File: config.mk
export PLATFORM = sky130hd
export DESIGN_NAME = btb_nextpc
export DESIGN_NICKNAME = d
export VERILOG_FILES = /design/src/rtl/btb_pkg.sv /design/src/rtl/btb_addr_split.sv /design/src/rtl/btb_update_ctl.sv /design/src/rtl/btb_store.sv /design/src/rtl/btb_lookup.sv /design/src/rtl/btb_nextpc.sv
export SDC_FILE = /design/constraint.sdc
export NUM_CORES = 1
export LEC_CHECK = 0
export BUFFER_PORTS_ARGS = -buffer_cell sky130_fd_sc_hd__clkbuf_2
export CORE_MARGIN = 2
export CORE_UTILIZATION = 40
export CTS_BUF_LIST = sky130_fd_sc_hd__clkbuf_16
export DETAILED_ROUTE_END_ITERATION = 8
export GPL_ROUTABILITY_DRIVEN = 0
export PLACE_DENSITY = 0.53
export SYNTH_ARGS = -nofsm -noshare
export SYNTH_HDL_FRONTEND = slang
export SYNTH_HIERARCHICAL = 1
export SYNTH_SLANG_ARGS = --single-unit
File: constraint.sdc
create_clock -name clk -period 8.7 [get_ports clk]
set_clock_uncertainty 0.15 [all_clocks]
set_input_delay 0.87 -clock clk [delete_from_list [all_inputs] [get_ports clk]]
set_output_delay 0.87 -clock clk [all_outputs]
set_load 0.02 [all_outputs]
File: src/rtl/btb_pkg.sv
package btb_pkg;
    typedef enum logic [1:0] {
        UPD_NONE  = 2'd0,
        UPD_ALLOC = 2'd1,
        UPD_DROP  = 2'd2,
        UPD_SKIP  = 2'd3
    } upd_kind_e;
endpackage

File: src/rtl/btb_addr_split.sv
module btb_addr_split #(
    parameter int PC_W  = 32,
    parameter int IDX_W = 4,
    localparam int TAG_W = PC_W - 2 - IDX_W
) (
    input  logic [PC_W-1:2]  word_addr,
    output logic [IDX_W-1:0] idx,
    output logic [TAG_W-1:0] tag
);
    // slot index sits just above the byte offset; the rest is tag
    always_comb begin
        idx = word_addr[IDX_W+1:2];
        tag = word_addr[PC_W-1:IDX_W+2];
    end
endmodule

File: src/rtl/btb_update_ctl.sv
module btb_update_ctl #(
    parameter int PC_W  = 32,
    parameter int IDX_W = 4,
    localparam int TAG_W = PC_W - 2 - IDX_W
) (
    input  logic                   upd_valid,
    input  logic [PC_W-1:0]        upd_pc,
    input  logic [PC_W-1:0]        upd_next,
    input  logic [TAG_W-1:0]       upd_tag,
    input  logic                   slot_valid,
    input  logic [TAG_W-1:0]       slot_tag,
    output btb_pkg::upd_kind_e     kind
);
    import btb_pkg::*;

    logic seq_flow;
    logic owns_slot;

    always_comb begin
        seq_flow  = (upd_next == upd_pc + PC_W'(4));
        owns_slot = slot_valid && (slot_tag == upd_tag);
        unique case ({upd_valid, seq_flow})
            2'b10:   kind = UPD_ALLOC;
            2'b11:   kind = owns_slot ? UPD_DROP : UPD_SKIP;
            default: kind = UPD_NONE;
        endcase
    end
endmodule

File: src/rtl/btb_store.sv
module btb_store #(
    parameter int PC_W  = 32,
    parameter int IDX_W = 4,
    localparam int TAG_W   = PC_W - 2 - IDX_W,
    localparam int ENTRIES = 1 << IDX_W
) (
    input  logic                clk,
    input  logic                rst_n,
    input  logic [IDX_W-1:0]    rd_idx,
    output logic                rd_valid,
    output logic [TAG_W-1:0]    rd_tag,
    output logic [PC_W-1:0]     rd_tgt,
    input  logic [IDX_W-1:0]    wr_idx,
    input  btb_pkg::upd_kind_e  wr_kind,
    input  logic [TAG_W-1:0]    wr_tag,
    input  logic [PC_W-1:0]     wr_tgt,
    output logic                wr_slot_valid,
    output logic [TAG_W-1:0]    wr_slot_tag,
    output logic [ENTRIES-1:0]  vld_vec
);
    import btb_pkg::*;

    logic [ENTRIES-1:0] valid_q;
    logic [TAG_W-1:0]   tag_q [ENTRIES];
    logic [PC_W-1:0]    tgt_q [ENTRIES];

    // valid flags: cleared on reset, set or cleared by the update kind
    always_ff @(posedge clk or negedge rst_n) begin
        if (!rst_n) begin
            valid_q <= '0;
        end else begin
            unique case (wr_kind)
                UPD_ALLOC: valid_q[wr_idx] <= 1'b1;
                UPD_DROP:  valid_q[wr_idx] <= 1'b0;
                UPD_SKIP, UPD_NONE: ;
            endcase
        end
    end

    // tag and target payload need no reset
    always_ff @(posedge clk) begin
        if (wr_kind == UPD_ALLOC) begin
            tag_q[wr_idx] <= wr_tag;
            tgt_q[wr_idx] <= wr_tgt;
        end
    end

    always_comb begin
        rd_valid      = valid_q[rd_idx];
        rd_tag        = tag_q[rd_idx];
        rd_tgt        = tgt_q[rd_idx];
        wr_slot_valid = valid_q[wr_idx];
        wr_slot_tag   = tag_q[wr_idx];
        vld_vec       = valid_q;
    end
endmodule

File: src/rtl/btb_lookup.sv
module btb_lookup #(
    parameter int PC_W  = 32,
    parameter int IDX_W = 4,
    localparam int TAG_W = PC_W - 2 - IDX_W
) (
    input  logic [PC_W-1:0]  pc,
    input  logic [TAG_W-1:0] req_tag,
    input  logic             slot_valid,
    input  logic [TAG_W-1:0] slot_tag,
    input  logic [PC_W-1:0]  slot_tgt,
    output logic             hit,
    output logic [PC_W-1:0]  next_pc
);
    always_comb begin
        hit     = slot_valid && (slot_tag == req_tag);
        next_pc = hit ? slot_tgt : pc + PC_W'(4);
    end
endmodule

File: src/rtl/btb_nextpc.sv
module btb_nextpc #(
    parameter int PC_W  = 32,
    parameter int IDX_W = 4
) (
    input  logic            clk,
    input  logic            rst_n,
    input  logic [PC_W-1:0] pred_pc,
    output logic [PC_W-1:0] pred_next,
    output logic            pred_hit,
    input  logic            upd_valid,
    input  logic [PC_W-1:0] upd_pc,
    input  logic [PC_W-1:0] upd_next
);
    import btb_pkg::*;

    localparam int TAG_W   = PC_W - 2 - IDX_W;
    localparam int ENTRIES = 1 << IDX_W;

    logic [IDX_W-1:0]   p_idx, u_idx;
    logic [TAG_W-1:0]   p_tag, u_tag;
    logic               rd_valid, ws_valid;
    logic [TAG_W-1:0]   rd_tag, ws_tag;
    logic [PC_W-1:0]    rd_tgt;
    logic [ENTRIES-1:0] vld_vec;
    upd_kind_e          kind;

    btb_addr_split #(.PC_W(PC_W), .IDX_W(IDX_W)) u_split_pred (
        .word_addr(pred_pc[PC_W-1:2]), .idx(p_idx), .tag(p_tag));

    btb_addr_split #(.PC_W(PC_W), .IDX_W(IDX_W)) u_split_upd (
        .word_addr(upd_pc[PC_W-1:2]), .idx(u_idx), .tag(u_tag));

    btb_update_ctl #(.PC_W(PC_W), .IDX_W(IDX_W)) u_ctl (
        .upd_valid(upd_valid), .upd_pc(upd_pc), .upd_next(upd_next),
        .upd_tag(u_tag), .slot_valid(ws_valid), .slot_tag(ws_tag),
        .kind(kind));

    btb_store #(.PC_W(PC_W), .IDX_W(IDX_W)) u_store (
        .clk(clk), .rst_n(rst_n),
        .rd_idx(p_idx), .rd_valid(rd_valid), .rd_tag(rd_tag), .rd_tgt(rd_tgt),
        .wr_idx(u_idx), .wr_kind(kind), .wr_tag(u_tag), .wr_tgt(upd_next),
        .wr_slot_valid(ws_valid), .wr_slot_tag(ws_tag), .vld_vec(vld_vec));

    btb_lookup #(.PC_W(PC_W), .IDX_W(IDX_W)) u_lookup (
        .pc(pred_pc), .req_tag(p_tag), .slot_valid(rd_valid),
        .slot_tag(rd_tag), .slot_tgt(rd_tgt),
        .hit(pred_hit), .next_pc(pred_next));
endmodule

### Yosys cells after proc, flatten, opt, wreduce, memory -nomap -nowiden

Memory sizes are Yosys's and may differ from the RTL's.
Cells that the tools add are included.

* flip-flop bits (word level): 16
* latch bits: 0
* bits in writable memories: 928
* ROM bits: 0
* input port bits: 99
* word-level logic and storage cells: 34
* memories: 2

Memory list
* u_store.tgt_q: depth 16, width 32, read ports 1, clocked after memory_dff 0, wr ports 1, line btb_store.sv:25 `logic [PC_W-1:0] tgt_q [ENTRIES];`
* u_store.tag_q: depth 16, width 26, read ports 2, clocked after memory_dff 0, wr ports 1, line btb_store.sv:24 `logic [TAG_W-1:0] tag_q [ENTRIES];`

* add/subtract/negate cells: 2
* multipliers: 0
* divide/modulo/power cells: 0
* $lt $le $gt $ge: 3
* equal/unequal tests: 7
* shifts and indexed selects: 0
* mux-type cells: 12
* bitwise gates (word level): 3
* reductions and logical operators: 4

Operators by type and width (number)
* adder 32 x 3 -> 32 bit, second input constant: 2
* == test 26 bit: 2
* == test 32 bit: 1
* two-way mux 32 bit: 1
* one-hot mux 16 bit (2 select lines): 1
* bitwise AND 16 bit: 1
* NOT 16 bit: 1
* OR 16 bit: 1
* < comparator 4 x 5 -> 1 bit, second input constant: 2
* binary-select mux 1 bit (select 4 bit): 2
* == test 2 bit, second input constant: 3
* two-way mux 1 bit: 6
* demux 1 bit (select 4 bit): 1
* >= comparator 4 x 1 -> 1 bit, second input constant: 1
* one-hot mux 2 bit (2 select lines): 1
* logical AND 1 bit: 3
* == test 2 x 1 -> 1 bit, second input constant: 1
* nonzero test 2 bit: 1

### Depth between registers and ports, before layout

Gate-level depths: netlist of the first run.

* depth after elaboration: 8
* gate-level depth with buffers: 19
* gate-level depth less buffers: 14

### Cells and area by module

The synthesis of the first run kept the hierarchy.

By module, submodules not included
* btb_store: instances 1, cells an instance 1742, area an instance 38642.1 um2, sequential area each 28267.1 um2
* btb_lookup: instances 1, cells an instance 174, area an instance 1584.0 um2, sequential area each 0.0 um2
* btb_update_ctl: instances 1, cells an instance 200, area an instance 1432.6 um2, sequential area each 0.0 um2
* btb_addr_split: instances 2, cells an instance 30, area an instance 225.2 um2, sequential area each 0.0 um2

### Least setup slack after synthesis of the first run

Ideal clock, no wire load.

* path type: input port to flip-flop
* from: input upd_pc[2]
* to: memory u_store/tag_q[0][0] (netlist bit), enable pin
* data arrival time: 7.335 ns
* data required time: 8.004 ns
* slack: 0.669 ns
* stages on the path: 15
* cell sequence: buf_4 buf_2 buf_2 mux4_2 a22oi_1 nand2_1 xnor2_1 nand4_1 nor4_1 nand4_1 or3_1 o31a_1 ha_1 or3b_2 nor3_1

* word-level cells in the longest chain between the ends: 8
* elaborated cells between the ends (all ways): 14
* those cells by class: 1 x add/sub; 5 x eq/ne; 6 x mux; 1 x reduce/logical; 1 x memory

Ends and longest elaborated chain
* from (decl): line btb_nextpc.sv:11 `input logic [PC_W-1:0] upd_pc,`
* memory (16 x 26 bit)
* net ws_tag[22]: line btb_nextpc.sv:22 `logic [TAG_W-1:0] rd_tag, ws_tag;`
* == test 26 bit: line btb_update_ctl.sv:21 `owns_slot = slot_valid && (slot_tag == upd_tag);`
* logical AND 1 bit: line btb_update_ctl.sv:21
* two-way mux 1 bit: line btb_update_ctl.sv:24 `2'b11: kind = owns_slot ? UPD_DROP : UPD_SKIP;`
* one-hot mux 2 bit (2 select lines): line btb_update_ctl.sv:22 `unique case ({upd_valid, seq_flow})`
* net kind[0]: line btb_nextpc.sv:25 `upd_kind_e kind;`
* == test 2 x 1 -> 1 bit: line btb_store.sv:42 `if (wr_kind == UPD_ALLOC) begin`
* two-way mux 1 bit: line btb_store.sv:42
* two-way mux 1 bit (not written as such): line btb_store.sv:43 `tag_q[wr_idx] <= wr_tag;`
* to (decl): line btb_store.sv:24

The timed path passes the listed nets, and every way through them passes these cells. The select of a mux whose other input is x is not followed.

### Final worst setup path of the first run

* from: input pred_pc[2]
* to: output pred_next[10]

* word-level cells in the longest chain between the ends: 4
* elaborated cells between the ends (all ways): 8
* those cells by class: 1 x add/sub; 1 x eq/ne; 3 x mux; 1 x reduce/logical; 2 x memory

Ends and longest elaborated chain
* from (decl): line btb_nextpc.sv:7 `input logic [PC_W-1:0] pred_pc,`
* memory (16 x 26 bit)
* net rd_tag[23]: line btb_nextpc.sv:22
* == test 26 bit: line btb_lookup.sv:15 `hit = slot_valid && (slot_tag == req_tag);`
* logical AND 1 bit: line btb_lookup.sv:15
* two-way mux 32 bit: line btb_lookup.sv:16 `next_pc = hit ? slot_tgt : pc + PC_W'(4);`
* to (decl): line btb_nextpc.sv:8 `output logic [PC_W-1:0] pred_next,`

The timed path passes the listed nets, and every way through them passes these cells. The select of a mux whose other input is x is not followed.

==> results of run 1 <==
[tightest hold or removal path, stage by stage (launching register included)]
cell	delay, ps
dfrtp_1	360
a21oi_1	50
a31oi_1	130
[cells by family (layout without fill, tap and decap cells)]
logic type	after synthesis	in the layout	synth area share (%)
fa+ha+maj	4	4	0.1189
flops	944	944	67.13
mux	380	380	19.61
buf+inv	206	390	2.829
simple gates	288	288	3.803
xor+xnor	118	118	2.454
compound gates	236	236	4.056
[stage by stage]
step                power, mW  hold WS (ps)  utilization [%]  cell area [sq um]  cells
finish                  10.57         437.8            45.49              47680   3751
global route            10.89         457.9            45.49              47680   3751
CTS                     10.66         417.0            45.49              47680   3751
detailed placement      6.100         412.9            42.08              44110   3562
global placement        6.084         396.5            42.08              44110   3562
floorplan               5.770         375.7                -              42110   2176
[power by group]
group	switching [mW]	leakage, nW	internal [mW]
combinational	0.528	5.00	0.330
clock	1.83	1.83	2.74
sequential	0.0390	8.55	5.10
total	2.40	15.4	8.17
[sequential cells by signal (all words and copies together) (netlist names), named ones only]
register and cells:
u_store/tgt_q 512, u_store/tag_q 416
[final cells by class]
| cell class | instances | share of cell area [%] |
|---|---|---|
| tap | 1391 | 3.650 |
| timing repair buffer | 192 | 2.637 |
| multi-input combinational | 1026 | 26.88 |
| sequential | 944 | 59.28 |
| inverter | 10 | 0.07872 |
| clock buffer | 104 | 5.458 |
| clock inverter | 84 | 2.007 |
[path summary, 6_finish.rpt]
check	from	to	slack, ps	cells past startpoint
worst max-delay path	pred_pc[2]	pred_next[10]	1980	11
worst min-delay path	flip-flop	flip-flop	440	2
worst max register to register	u_store/tag_q[11][2]$_DFFE_PP_	u_store/tag_q[5][20]$_DFFE_PP_	3250	13
worst min register to register	flip-flop	flip-flop	440	2
max in group asynchronous	rst_n	asynchronous set/reset pin	7610	2
min in group asynchronous	rst_n	asynchronous set/reset pin	500	2
[cell usage in the layout, fill, tap and decap left out, drive strengths merged, types with 16 or more instances in the layout]
cell type,n
clkbuf,231
a21oi,21
clkinv,37
inv,37
buf,64
nand4,35
xnor2,69
dfrtp,16
nor3,20
nand2,109
a22oi,173
mux4,344
a31oi,18
nor4,20
xor2,49
bufinv,19
edfxtp,928
nand3,23
nor2,38
mux2,33
[metal layers]
| metal | GRT usage, % | share of wire, % | up-vias | wire (um) |
|---|---|---|---|---|
| li1 | - | - | 9319 | - |
| met4 | 6.532 | 2.8 | 8 | 3333 |
| met5 | 0 | 0.045 | - | 55 |
| met2 | 36.44 | 48 | 939 | 58350 |
| met1 | 31.47 | 42 | 12455 | 50970 |
| met3 | 3.877 | 6.8 | 214 | 8256 |
==> results by group, run 1 <==
Outcome
  – Status: completed

Synth
  – Synth unique cells: 66
  – Synth area leader: edfxtp_1
  – Post-synth EDFFs: 928
  – Synth top area share: 66.18%
  – Syn avg cell area: 19.35 sq um
  – Ys Warns: 6
  – Most common library cells after synthesis: edfxtp_1 (928), mux4_2 (344), a22oi_1 (173)
  – Top-count cell post-synth: edfxtp_1
  – Top cells by area, synth: edfxtp_1 (66%), mux4_2 (18%), a22oi_1 (3.1%)
  – Netlist Area Pre-Place: 42,110 sq um
  – Gate count of the mapped netlist: 2,176
  – Post-Syn Nets: 2,279
  – Synth Register Bits: 944
  – Post-synth ARST share: 1.695%
  – Post-synthesis sequential area ratio: 67.13%
  – Synth Flop Type: edfxtp_1

Worst setup path
  – CP max FO: 66
  – CP max stage cell: nand4_4
  – Crit path buffers/inverters: 3
  – Setup crit start kind: input pin
  – WP data arrival: 5700 ps
  – CP delay by family, top: simple AND/OR/NAND/NOR gates
  – Delay of the slowest critical-path stage: 880 ps
  – Critical path class: input pin to primary output
  – Element type at the critical path end: primary output
  – Cells along the critical path: buf_8 > buf_4 > mux4_2 > a22oi_1 > nand2_1 > xnor2_1 > nand4_1 > nor4_2 > nand4_4 > mux2_4 > clkbuf_2
  – Worst Path Required: 7680 ps

Global routing
  – Vias in the first global route: 23.86k
  – Largest net degree at the start of global routing: 96
  – First-pass GRT wire length: 173.7 mm
  – Initial antenna violation count: 6
  – GRT Residual Overflow: 0
  – GRT Resource Usage Total: 22.53%

Cells and area
  – Area delta synth->final: 13.23%
  – Fill count: 8,961
  – Nets: 2,381
  – Multi-input gate area: 12,820 sq um
  – Sequential cell area: 28,270 sq um
  – Layout cells sized above 1: 32.37%
  – # diodes: 0

Power and ir drop
  – PwrDens: 221.7 nW/um^2
  – Worst vdd ir: 182.6 uV
  – Leakage power: 15.37 nW

Route
  – Drt total wl: 121.0 mm
  – Routed vias/inst: 6.114
  – Antenna-violating nets left: 0
  – Residual DRC: 0
  – Vias: 22.94k
  – DR WL/cell: 32.25 um
  – Drt first pass iters: 5
  – Iter 0 DRT Violations: 2,405

Place
  – Dpl hpwl: 71.29 mm
  – Pre-CTS WS: 1747 ps
  – PortBufs: 131

STA
  – Slew Limit Headroom: 23.35%
  – Minimum clock period: 6724 ps
  – Max-slew violation count: 0
  – Final setup fails: 0
  – F_max: 148.7 MHz
  – Hold Vio Cnt, Final: 0
  – Least-Margin Pin Slew: 1147 ps
  – Setup TNS: 0 ps
  – Final WS setup: 1976 ps
  – RSZ-0062 raised after global routing: no
  – Final period util: 77.29%

Clock network
  – CTS clock-pin slew for the worst setup and hold paths: 60 ps
  – # resized after CTS: 0
  – CTS tree: done
  – Num CTS Buffers: 104
  – Worst skew pair latency: 690 ps
  – Cts hold-fix bufs: 1
  – TritonCTS Sinks: 944
  – H-tree Lvls: 3
  – CTS root buf: clkbuf_16
  – CTS max path bufs: 3
  – # Post-CTS Setup Buffers: 0

Min path
  – Hold Path Class: flip-flop to flip-flop

Die
  – Die height: 328.5 um
  – Die X: 328.5 um
  – Site Rows: 119
  – Die area: 107,900 sq um
  – # IOs: 132
  – Starting Density: 40.17%
  – Core Footprint: 104,800 sq um

Job
  – Max cap viols: 0
Power figures use the tool's default switching activity.
==> run 2, diff against run 1 <==
Settings changed: PLACE_DENSITY 0.53 to 0.55.
Clock period 8.7 ns to 5.7 ns, I/O delays scaled along.
==> run 2 against run 1 <==
  * First-iteration DRC count up 3.4%
  * Final cell count up 1.7%
  * Wire length down 0.38%
  * Non-clock buffer count up 82
  * Global-route usage down 0.17 points
  * Sequential share of layout area down 0.97 points
  * Setup slack worse by 1400 ps
==> results by group, run 2 (synthesized netlist as in run 1, its figures left out) <==
STA
  – Max-slew violation count: 0
  – Hold Vio Cnt, Final: 0
  – F_max: 194.7 MHz
  – Least-Margin Pin Slew: 1110 ps
  – Minimum clock period: 5135 ps
  – Slew Limit Headroom: 26.03%
  – RSZ-0062 raised after global routing: no
  – Final setup fails: 0
  – Final WS setup: 564.9 ps
  – Final period util: 90.09%
  – Setup TNS: 0 ps

Clock network
  – Cts hold-fix bufs: 1
  – CTS clock-pin slew for the worst setup and hold paths: 60 ps
  – # resized after CTS: 0
  – # Post-CTS Setup Buffers: 0
  – CTS tree: done
  – CTS root buf: clkbuf_16
  – CTS max path bufs: 3
  – H-tree Lvls: 3
  – Num CTS Buffers: 96
  – TritonCTS Sinks: 944
  – Worst skew pair latency: 670 ps

Outcome
  – Status: completed

Place
  – Dpl hpwl: 77.67 mm
  – Placed instance area: 45,390 sq um
  – Pre-CTS WS: 236.3 ps
  – PortBufs: 131

Worst setup path
  – CP max FO: 24
  – Critical path class: input pin to primary output
  – Worst setup endpoint: pred_next[0]
  – Worst Path Required: 4980 ps
  – WP data arrival: 4420 ps
  – Element type at the critical path end: primary output
  – FF-to-FF End: u_store/tgt_q[11][20]$_DFFE_PP_
  – FF-to-FF Start: u_store/tag_q[2][21]$_DFFE_PP_
  – Setup crit start kind: input pin
  – Register-to-Register Path Depth: 15
  – FF-to-FF setup slack: 1010 ps
  – Worst Setup SP: pred_pc[2]

Cells and area
  – Most common cell after layout, fill and taps aside: edfxtp_1
  – Nets: 2,455
  – Final instance area: 48,470 sq um
  – Area delta synth->final: 15.12%
  – # diodes: 0
  – Layout cells sized above 1: 34.08%
  – Biggest register: u_store/tgt_q
  – Max FFs per register: 512
  – Fill count: 8,825
  – Top Registers: u_store/tgt_q x512, u_store/tag_q x416
  – Final Util: 46.24%
  – Most frequent cells in the layout: edfxtp_1 (928), mux4_2 (344), a22oi_1 (173)

Global routing
  – First-pass GRT wire length: 172.6 mm
  – Largest net degree at the start of global routing: 82
  – GRT Residual Overflow: 0
  – Vias in the first global route: 23.82k
  – GRT Resource Usage Total: 22.36%
  – Initial antenna violation count: 5

Route
  – Antenna-violating nets left: 0
  – Drt total wl: 120.5 mm
  – Drt first pass iters: 6
  – Iter 0 DRT Violations: 2,486
  – DR WL/cell: 31.59 um
  – Vias: 22.97k
  – Residual DRC: 0
  – Routed vias/inst: 6.021

Die
  – Site Rows: 119
  – Die height: 328.5 um
  – # IOs: 132
  – Starting Density: 40.17%
  – Die area: 107,900 sq um
  – Die X: 328.5 um
  – Core Footprint: 104,800 sq um

Min path
  – Hold Path Class: input pin to flip-flop

Power and ir drop
  – Leakage power: 15.71 nW
  – Worst vdd ir: 262.0 uV
  – PwrDens: 318.6 nW/um^2

Job
  – Max cap viols: 0
[run 2: how the worst min path moves through the flow]
stage / from / endpoint / cells after the start
global placement: rst_n / asynchronous set/reset pin / 1
CTS: upd_pc[21] / u_store/tag_q[10][15]$_DFFE_PP_ / 1
global route: upd_pc[21] / u_store/tag_q[10][15]$_DFFE_PP_ / 1
floorplan: rst_n / asynchronous set/reset pin / 0
detailed placement: rst_n / asynchronous set/reset pin / 1
finish: upd_pc[21] / u_store/tag_q[10][15]$_DFFE_PP_ / 1
[run 2: through the flow]
step | std cells | power, mW | hold slack [ps]
2_1_floorplan | 2176 | 8.805 | 124.4
3_3_place_gp | 3644 | 9.369 | 361.1
3_5_place_dp | 3644 | 9.390 | 373.9
4_1_cts | 3815 | 15.59 | 147.1
5_1_grt | 3815 | 15.90 | 174.4
6_report | 3815 | 15.44 | 178.4
[run 2: area by class of cell]
cell class	instances	area, sq um	share of cell area (%)
Clock buffer	98	2452	5.059
Clock inverter	72	621.8	1.283
Inverter	10	37.54	0.07744
Multi-Input combinational cell	1026	12840	26.50
Sequential cell	944	28270	58.31
Tap cell	1391	1740	3.590
Timing Repair Buffer	274	2511	5.180
[run 2: power breakdown]
| part | internal [mW] | switching (mW) | leakage [nW] |
|---|---|---|---|
| Combinational | 0.558 | 0.835 | 5.59 |
| Clock | 3.60 | 2.61 | 1.57 |
| Sequential | 7.79 | 0.0595 | 8.55 |
| Total | 11.9 | 3.50 | 15.7 |
[run 2: per-layer routing]
layer / part of all wire [%] / wire [um] / vias to the layer above / track usage (%)
met5: 0.041 / 50 / - / 0
met4: 3.1 / 3702 / 8 / 7.455
met3: 6.8 / 8205 / 196 / 3.666
met2: 50 / 60520 / 940 / 37.56
met1: 40 / 48020 / 12355 / 29.72
li1: - / - / 9470 / -
[run 2: critical path: stages]
cell and delay (ps):
buf_8 260, buf_12 230, mux4_2 530, a22oi_1 250, nand2_1 210, xnor2_1 500, nand4_1 200, nor4_2 410
nand4_4 340, buf_12 310, mux2_1 340, clkbuf_2 160
==> run 3, diff against run 2 <==
Settings changed: ABC_AREA set to 1, SYNTH_HIERARCHICAL 1 to unset.
==> run 3 against run 2 <==
  * Combinational power rose by 18%
  * Sequential power barely moved
  * Count of clock-buffer cells in the layout rose by 8
  * Via count rose by 59%
  * Global-route usage rose by 4.7 points
  * Die area rose by 9.4%
  * Critical endpoint is now pred_next[7]
==> results by group, run 3 <==
Outcome
  – Status: completed

Clock network
  – Worst skew pair latency: 720 ps
  – H-tree Lvls: 3
  – # Post-CTS Setup Buffers: 0
  – CTS root buf: clkbuf_16
  – CTS max path bufs: 3
  – TritonCTS Sinks: 944
  – CTS tree: done
  – CTS clock-pin slew for the worst setup and hold paths: 60 ps
  – Num CTS Buffers: 104

Route
  – DR WL/cell: 24.67 um
  – Residual DRC: 0
  – Antenna-violating nets left: 0
  – Drt first pass iters: 8
  – Routed vias/inst: 5.562
  – Iter 0 DRT Violations: 4,543
  – Drt total wl: 162.0 mm
  – Vias: 36.52k

STA
  – Final setup fails: 0
  – Minimum clock period: 4937 ps
  – RSZ-0062 raised after global routing: no
  – Slew Limit Headroom: 25.17%
  – Final period util: 86.62%
  – Setup TNS: 0 ps
  – Least-Margin Pin Slew: 1120 ps
  – Max-slew violation count: 0
  – Hold Vio Cnt, Final: 0
  – Hold Slack: 96.84 ps
  – F_max: 202.5 MHz

Synth
  – Synth area leader: edfxtp_1
  – Gate count of the mapped netlist: 4,908
  – Top-count cell post-synth: nand2_1
  – Top cells by area, synth: edfxtp_1 (60%), nand2_1 (11%), nor2_1 (4.9%)
  – Netlist Area Pre-Place: 46,100 sq um
  – Post-synth EDFFs: 928
  – Syn avg cell area: 9.392 sq um
  – Synth Register Bits: 944
  – Most common library cells after synthesis: nand2_1 (1,362), edfxtp_1 (928), nor2_1 (596)
  – Ys Warns: 0
  – Post-Syn Nets: 5,012
  – Post-synthesis sequential area ratio: 61.32%
  – Post-synth ARST share: 1.695%
  – Synth top area share: 60.45%
  – Synth Flop Type: edfxtp_1
  – Synth unique cells: 40

Cells and area
  – Fill count: 10.78k
  – Most frequent cells in the layout: nand2_1 (1,361), edfxtp_1 (928), nor2_1 (579)
  – Max FFs per register: 512
  – Final std cells w/o fill: 6,567
  – Area delta synth->final: 12.47%
  – Nets: 5,065
  – Final Util: 45.34%
  – Layout cells sized above 1: 8.482%
  – Most common cell after layout, fill and taps aside: nand2_1
  – Top Registers: u_store.tgt_q x512, u_store.tag_q x416
  – Biggest register: u_store.tgt_q

Global routing
  – Initial antenna violation count: 12
  – Vias in the first global route: 33.35k
  – GRT Residual Overflow: 0
  – First-pass GRT wire length: 232.8 mm
  – GRT Resource Usage Total: 27.02%
  – Largest net degree at the start of global routing: 179

Min path
  – Hold path start: upd_pc[24]
  – Worst hold stages: 1
  – Hold Path Class: input pin to flip-flop
  – Worst Hold End: u_store.tag_q[9][18]$_DFFE_PP_

Place
  – PortBufs: 131
  – Inst Count DP: 6,366
  – Dpl hpwl: 97.06 mm

Die
  – # IOs: 132
  – Die area: 118,000 sq um
  – Site Rows: 124
  – Die X: 343.5 um
  – Core Footprint: 114,300 sq um
  – Die height: 343.5 um
  – Starting Density: 40.31%

Worst setup path
  – Register-to-Register Path Depth: 16
  – Element type at the critical path end: primary output
  – WP data arrival: 4220 ps
  – FF-to-FF Start: u_store.tag_q[9][22]$_DFFE_PP_
  – FF-to-FF setup slack: 2720 ps
  – Worst Path Required: 4980 ps
  – Setup crit start kind: input pin
  – Critical path class: input pin to primary output
  – CP max FO: 102

Power and ir drop
  – Net Sw Frac: 25.44%
  – NetSw: 4.130 mW
  – Worst vdd ir: 256.4 uV
  – Seq pwr share: 48.2%
  – Power Total: 16.23 mW
  – Clock share of power: 41.7%
  – Leakage power: 20.26 nW
  – PwrDens: 313.1 nW/um^2
  – Internal power: 12.10 mW
  – Comb pwr share: 10.1%

Job
  – Max cap viols: 0
-- run 3: cell count changes after synthesis, sizes merged, moves of 344 or more --
| cell | previous run | this run |
|---|---|---|
| mux4 | 344 | 0 |
| nor2 | 38 | 610 |
| inv | 10 | 467 |
| o21ai | 5 | 410 |
| nand2 | 109 | 1364 |
| nand3 | 23 | 367 |
-- run 3: cells by family (layout without fill, tap and decap cells) --
| family | after synthesis | in the layout | share of synthesized area (%) |
|---|---|---|---|
| and+or+nand+nor | 2392 | 2392 | 20.89 |
| DFF | 944 | 944 | 61.32 |
| other | 0 | 9 | 0 |
| xor gates and xnor gates | 53 | 53 | 1.007 |
| adders and majority gates | 5 | 5 | 0.1357 |
| buffers and inverters | 757 | 895 | 6.897 |
| AOI/OAI and AO/OA | 757 | 757 | 9.747 |
-- run 3: how the worst max path moves through the flow --
| stage | from | to | slack [ps] |
|---|---|---|---|
| floorplan | upd_pc[2] | u_store.tag_q[0][0]$_DFFE_PP_ | 540 |
| global placement | pred_pc[2] | pred_next[7] | 900 |
| detailed placement | pred_pc[2] | pred_next[7] | 870 |
| CTS | pred_pc[2] | pred_next[7] | 840 |
| global route | pred_pc[2] | pred_next[7] | 620 |
| finish | pred_pc[2] | pred_next[7] | 760 |
-- run 3: layout make-up --
type / instances / area [sq um] / area share, %
Sequential cell: 944 / 28270 / 54.52
Clock inverter: 85 / 737.0 / 1.421
Antenna cell: 9 / 22.52 / 0.04344
Multi-Input combinational cell: 3207 / 14790 / 28.54
Inverter: 476 / 1809 / 3.490
Tap cell: 1512 / 1892 / 3.649
Clock buffer: 106 / 2653 / 5.116
Timing Repair Buffer: 228 / 1670 / 3.222
-- run 3: what timing repair did --
item                      in CTS  in global routing
hold endpoints to repair      16                  0
hold buffers                   1                  0
gates resized for setup        0                  0
-- run 3: layer usage --
layer	vias to the layer above	part of all wire [%]	global-route usage, %
met2	1779	45	41.33
li1	16722	-	-
met4	6	4.0	11.44
met3	330	9.4	4.863
met1	17686	42	37.83
met5	-	0.020	0
-- run 3: through the flow --
stage / instance area [sq um] / setup slack [ps]
2_1_floorplan: 46100 / 541.4
3_3_place_gp: 48420 / 897.3
3_5_place_dp: 48420 / 866.3
4_1_cts: 51820 / 844.2
5_1_grt: 51840 / 623.7
6_report: 51840 / 762.7
-- run 3: power by group through the flow --
stage | clock [mW] | sequential (mW) | combinational [mW]
6_report | 6.77 | 7.82 | 1.64
5_1_grt | 7.11 | 7.83 | 1.77
4_1_cts | 6.85 | 7.82 | 1.62
3_5_place_dp | 0 | 7.97 | 1.61
3_3_place_gp | 0 | 7.97 | 1.61
2_1_floorplan | 0 | 7.96 | 0.932
-- run 3: worst max-delay path, stage by stage --
cell and delay (ps):
buf_8 530, buf_12 390, o211ai_1 190, nand3_1 120, nand3_1 220, nand2_1 120, nand2_1 60, nand2_1 190
nand2_1 160, nor2_2 140, nand3_2 290, nor2_4 220, buf_12 240, nand2_1 80, o21ai_0 210, clkbuf_2 260
